File: src/rtl/ioPinPkg.sv
package ioPinPkg;
  localparam int ENTRY_W       = 64;
  localparam int IDX_W         = 8;
  localparam int VEC_LSB       = 0;
  localparam int DM_LSB        = 8;
  localparam int DMODE_BIT     = 11;
  localparam int RIRR_BIT      = 14;
  localparam int TRIG_BIT      = 15;
  localparam int MASK_BIT      = 16;
  localparam int DEST_LSB      = 48;
  localparam logic [31:0] MSG_BASE = 32'hFEE0_0000;
  localparam int ADDR_DEST_LSB = 12;
  localparam int ADDR_MODE_BIT = 2;
  localparam int DATA_TRIG_BIT = 15;

  typedef struct packed {
    logic             load;
    logic [IDX_W-1:0] sel;
  } ctrlStrobeT;

  function automatic logic [31:0] buildAddr(input logic [ENTRY_W-1:0] e);
    logic [31:0] a;
    a = MSG_BASE;
    a = a | ({16'b0, e[DEST_LSB +: 16]} << ADDR_DEST_LSB);
    a[ADDR_MODE_BIT] = a[ADDR_MODE_BIT] | e[DMODE_BIT];
    return a;
  endfunction

  function automatic logic [31:0] buildData(input logic [ENTRY_W-1:0] e);
    logic [31:0] d;
    d = '0;
    d[7:0] = e[VEC_LSB +: 8];
    d[10:8] = e[DM_LSB +: 3];
    d[DATA_TRIG_BIT] = e[TRIG_BIT];
    return d;
  endfunction
endpackage

File: src/rtl/ioPinDatapath.sv
module ioPinDatapath
  import ioPinPkg::*;
#(
  parameter int NUM_PINS = 24,
  parameter int PIN_W    = $clog2(NUM_PINS)
) (
  input  logic                        clk,
  input  logic                        rstN,
  input  logic                        irqValid,
  input  logic [PIN_W-1:0]            irqNum,
  input  logic                        irqLevel,
  input  logic [NUM_PINS*ENTRY_W-1:0] redirTable,
  input  ctrlStrobeT                  strobe,
  output logic [NUM_PINS-1:0]         eligible,
  output logic [NUM_PINS-1:0]         remoteIrrSet,
  output logic [31:0]                 msgAddr,
  output logic [31:0]                 msgData
);
  logic [ENTRY_W-1:0] entry [NUM_PINS];
  logic [NUM_PINS-1:0] pending, pendNext;
  logic [PIN_W-1:0] target;
  logic inRange;
  logic [ENTRY_W-1:0] selEntry;

  assign target  = (irqNum == '0) ? PIN_W'(2) : irqNum;
  assign inRange = irqValid && (int'(target) < NUM_PINS);

  for (genvar g = 0; g < NUM_PINS; g++) begin : gPin
    logic isLevel, masked, hit, setP, lowClr, sendClr, picked;
    assign entry[g] = redirTable[g*ENTRY_W +: ENTRY_W];
    assign isLevel  = entry[g][TRIG_BIT];
    assign masked   = entry[g][MASK_BIT];
    assign hit      = inRange && (int'(target) == g);
    assign picked   = strobe.load && (int'(strobe.sel) == g);
    assign setP     = hit && irqLevel && (isLevel || !masked);
    assign lowClr   = hit && !irqLevel && isLevel;
    assign sendClr  = picked && !isLevel;
    assign pendNext[g] = (pending[g] && !lowClr && !sendClr) || setP;
    assign eligible[g] = pending[g] && !masked && !(isLevel && entry[g][RIRR_BIT]);
    assign remoteIrrSet[g] = picked && isLevel;
  end

  always_comb begin
    selEntry = '0;
    for (int i = 0; i < NUM_PINS; i++)
      if (int'(strobe.sel) == i) selEntry = entry[i];
  end

  always_ff @(posedge clk or negedge rstN) begin
    if (!rstN) begin
      pending <= '0;
      msgAddr <= '0;
      msgData <= '0;
    end else begin
      pending <= pendNext;
      if (strobe.load) begin
        msgAddr <= buildAddr(selEntry);
        msgData <= buildData(selEntry);
      end
    end
  end
endmodule

File: src/rtl/ioPinControl.sv
module ioPinControl
  import ioPinPkg::*;
#(
  parameter int NUM_PINS = 24
) (
  input  logic                clk,
  input  logic                rstN,
  input  logic [NUM_PINS-1:0] eligible,
  input  logic                msgReady,
  output ctrlStrobeT          strobe,
  output logic                msgValid
);
  logic busy;
  logic [IDX_W-1:0] lowest;

  always_comb begin
    lowest = '0;
    for (int i = NUM_PINS - 1; i >= 0; i--)
      if (eligible[i]) lowest = IDX_W'(i);
  end

  assign strobe.load = !busy && (|eligible);
  assign strobe.sel  = lowest;
  assign msgValid    = busy;

  always_ff @(posedge clk or negedge rstN) begin
    if (!rstN) busy <= 1'b0;
    else if (strobe.load) busy <= 1'b1;
    else if (busy && msgReady) busy <= 1'b0;
  end
endmodule

File: src/rtl/ioPinDelivery.sv
module ioPinDelivery
  import ioPinPkg::*;
#(
  parameter int NUM_PINS = 24,
  parameter int PIN_W    = $clog2(NUM_PINS)
) (
  input  logic                        clk,
  input  logic                        rstN,
  input  logic                        irqValid,
  input  logic [PIN_W-1:0]            irqNum,
  input  logic                        irqLevel,
  input  logic [NUM_PINS*ENTRY_W-1:0] redirTable,
  output logic                        msgValid,
  input  logic                        msgReady,
  output logic [31:0]                 msgAddr,
  output logic [31:0]                 msgData,
  output logic [NUM_PINS-1:0]         remoteIrrSet
);
  ctrlStrobeT strobe;
  logic [NUM_PINS-1:0] eligible;

  ioPinDatapath #(.NUM_PINS(NUM_PINS), .PIN_W(PIN_W)) uData (
    .clk(clk), .rstN(rstN), .irqValid(irqValid), .irqNum(irqNum),
    .irqLevel(irqLevel), .redirTable(redirTable), .strobe(strobe),
    .eligible(eligible), .remoteIrrSet(remoteIrrSet),
    .msgAddr(msgAddr), .msgData(msgData)
  );

  ioPinControl #(.NUM_PINS(NUM_PINS)) uCtrl (
    .clk(clk), .rstN(rstN), .eligible(eligible), .msgReady(msgReady),
    .strobe(strobe), .msgValid(msgValid)
  );
endmodule

File: config.mk
export PLATFORM = sky130hd
export DESIGN_NAME = ioPinDelivery
export DESIGN_NICKNAME = d
export VERILOG_FILES = /design/src/rtl/ioPinPkg.sv /design/src/rtl/ioPinDatapath.sv /design/src/rtl/ioPinControl.sv /design/src/rtl/ioPinDelivery.sv
export SDC_FILE = /design/constraint.sdc
export NUM_CORES = 1
export LEC_CHECK = 0
export CORE_AREA = 2 2 632 634
export CTS_CLUSTER_DIAMETER = 60
export CTS_CLUSTER_SIZE = 40
export DETAILED_ROUTE_END_ITERATION = 8
export DIE_AREA = 0 0 634 636
export DONT_BUFFER_PORTS = 1
export GPL_ROUTABILITY_DRIVEN = 0
export MAX_ROUTING_LAYER = met4
export PLACE_DENSITY = 0.3
export SYNTH_ARGS = -nofsm -noshare
export SYNTH_HDL_FRONTEND = slang
export SYNTH_SLANG_ARGS = --single-unit
File: constraint.sdc
create_clock -name clk -period 3.2 [get_ports clk]
set_clock_uncertainty 0.2 [all_clocks]
set_input_delay 0.16 -clock clk [delete_from_list [all_inputs] [get_ports clk]]
set_output_delay 0.16 -clock clk [all_outputs]
set_load 0.01 [all_outputs]
==> reports/results.ini <==
[global_routing]
grt_antenna_before_repair = 248
grt.total_usage_pct = 10.6
grt_most_used_layer = met2
met2_usage_pct = 16.8
grt_remaining_overflow = 0
grt.met3_usage_pct = 5.42
use_met1_pct = 11.8
grt_max_degree = 50
grt_pass1_wl_mm = 249
grt_pass1_vias = 15237

[die]
start_util_pct = 2.20
core_mm2 = 0.397
die_x_um = 634
dieArea_mm2 = 0.403
io_pins = 1635
fp-row-count = 232
die_h_um = 636

[synthesis]
async_reset_ff_share_pct = 100
synth_top_area_cell = dfrtp_1
synth-main-ff-cell = dfrtp_1
synthTopCellsByArea = dfrtp_1 (14%), nand2_1 (9.0%), a21oi_1 (5.2%)
yosys_register_bits = 49
synth_cells = 1263
synth_area_mm2 = 0.00872
synth_edf_count = 0
yosysTopAreaCellShare_pct = 14.1
syn_area_per_cell_um2 = 6.90
ys_seq_area_share_pct = 14.1
ys.warnings.count = 0
synth_cell_types = 93

[timing]
setup_viol = 49
tightest_slew_ns = 1.19
fmax_mhz = 262
fin_crit_ns = 3.82
max_slew_margin_pct = 20.2
worst_slack_ns = -0.617
finalSetupTns_ns = -15.81
rsz0062_at_grt = true
period_share_pct = 119
finalHoldViolations = 0
slew_viol_final = 0

[layout]
multi_input_area_mm2 = 0.00909
drive_above_1_share_pct = 48.8
final_area_mm2 = 0.0256
num-fill-cells = 46755
fin_util_pct = 6.46
nNetsFinal = 3453
synthToLayoutAreaGrowth_pct = 194
seqCellArea_mm2 = 0.00123

[setup_path]
end_kind = register
cp.arrival_ns = 3.86
crit_slowest_cell = a222oi_1
path_max_fanout = 6
required_ns = 3.24
cpMostUsedCell = buf_12
worst_setup_path_start_kind = register
crit_chain = nor2b_4, a32oi_4, nand2b_1, and2_4, buf_4, o21ai_4, buf_12, nor2_4, buf_12, buf_12, buf_4, a222oi_1, nor4_1, a211oi_1, o21ai_1
critPathKind = register to register
max_stage_delay_ns = 0.53

[power_and_ir_drop]
ir_drop_mv = 0.429
power_density_mw_per_mm2 = 849
cellLeakagePower_nw = 7.79
p_total_w = 0.0218

[drt]
vias = 15992
firstDrtPassIters = 7
drtIter0Drc = 2057
drt_wl_total_mm = 217
vias_per_cell = 2.19
antenna_left = 0
post-route-drc-count = 0
detail_route.wl_per_cell_um = 29.7

[clocking]
numCtsBuffers = 5
clock_sink_count = 49
path_clk_slew_ns = 0.12
cts_root_buffer = clkbuf_16
cts_tree = yes
cts_buffer_depth = 2
insertion_delay_ns = 0.40
htree_levels = 2

[place]
io_buffer_count = 0
hpwl_mm = 193
placedInstanceArea_mm2 = 0.0194

[worst_hold_path]
hold_path_class = input pin to register

[outcome]
status = finished with violations
violations = setup timing

[run]
max_cap_violations = 0

[per-stage QoR]
stage	cells	hold WS, ns	setup slack (ns)
4_1_cts	7127	0.000220	-0.610
3_5_place_dp	6900	-0.323	-1.76
3_3_place_gp	6899	-0.323	-2.43
5_1_grt	7299	0.0221	-0.690
6_report	7315	0.00589	-0.617
2_1_floorplan	1293	-0.336	0.231
[state kept, by name, summed over array words and instances (netlist names)]
| signal | cells |
|---|---|
| uCtrl.msgValid | 1 |
| uData.pending | 24 |
| uData.msgData | 12 |
| uData.msgAddr | 12 |
[path summary, 6_finish.rpt]
kind	startpoint	to	slack, ns	cells past startpoint
min in group asynchronous	rstN	uData.msgAddr[19]	0.17	2
worst max register to register	uData.pending[0]	uData.msgData[4]	-0.62	15
worst max-delay path	uData.pending[0]	uData.msgData[4]	-0.62	15
worst min register to register	uData.pending[6]	uData.pending[6]	0.33	1
max in group asynchronous	rstN	uData.pending[19]	2.16	2
worst min-delay path	redirTable[1522]	uData.msgAddr[14]	0.006	4
[routing by layer]
| layer | share of wire (%) | vias up |
|---|---|---|
| li1 | - | 6384 |
| met1 | 38 | 7920 |
| met2 | 45 | 1350 |
| met3 | 13 | 338 |
| met4 | 3.4 | 0 |
| met5 | 0 | - |
[final cells by class]
class | count | area share (%)
repair buffers | 740 | 31.8
clock buffers | 5 | 0.488
clock inverters | 3 | 0.112
flip-flops and latches | 49 | 4.78
inverters | 19 | 0.278
multi-input cells | 1092 | 35.4
well taps | 5265 | 25.7
diodes | 142 | 1.39
[critical path, delay by kind of cell, from the launching register on]
family | cells | cell delay, ns
DFF | 1 | 0.41
buffers and inverters | 5 | 0.78
and+or+nand+nor | 5 | 0.71
AOI/OAI and AO/OA | 5 | 1.51
[Yosys cell counts (9+ instances only)]
cell type,instances
a222oi_1,18
inv_1,19
mux2_2,10
o32ai_1,9
nand2b_1,17
nor2b_1,21
o311ai_0,11
nand3_1,64
nor2_1,73
a31oi_1,34
o221ai_1,10
clkbuf_1,33
a221oi_1,37
a211o_1,14
nand2_1,208
nor4_1,21
or3_1,9
o21ai_1,17
o22ai_1,26
o21ai_0,73
dfrtp_1,49
a32o_1,19
mux2i_1,23
buf_2,39
a21oi_1,90
buf_4,50
nor3_1,28
a22o_1,13
and3_1,28
a22oi_1,25
nand4_1,11
a211oi_1,20
[power breakdown]
group	leakage (nW)	switching, W	internal (W)
combinational	7.10	0.0113	0.00832
clock	0.0772	0.000447	0.000306
sequential	0.611	0.000533	0.000837
[kinds of logic (layout without fill, tap and decap cells)]
kind of cell | Yosys count | in the layout | synth area share, %
and+or+nand+nor | 521 | 521 | 29.3
other | 1 | 173 | 0.0430
AOI/OAI and AO/OA | 507 | 507 | 42.9
muxes | 33 | 33 | 3.93
buffers and inverters | 152 | 767 | 9.77
DFF | 49 | 49 | 14.1
[cells in the final DEF, fill, tap and decap left out, types with 28 or more instances in the layout]
cell type,count
buf_4,335
conb_1,31
o21ai_0,49
buf_6,115
buf_8,28
dfrtp_1,49
buf_12,116
nand3_1,50
a21oi_1,67
nor2_1,56
nand2_1,187
dlygate4sd3_1,137
diode_2,142
[repair_timing]
item | CTS | global route
resized for setup | 460 | 234
endpoints found under the setup margin | 67 | 61
pin swaps | 135 | 121
hold buffers | 136 | 2
setup buffers | 96 | 70
cloned | 1 | 3
hold endpoints to repair | 94 | 2
No activity file was read; power rests on OpenSTA's default activity.
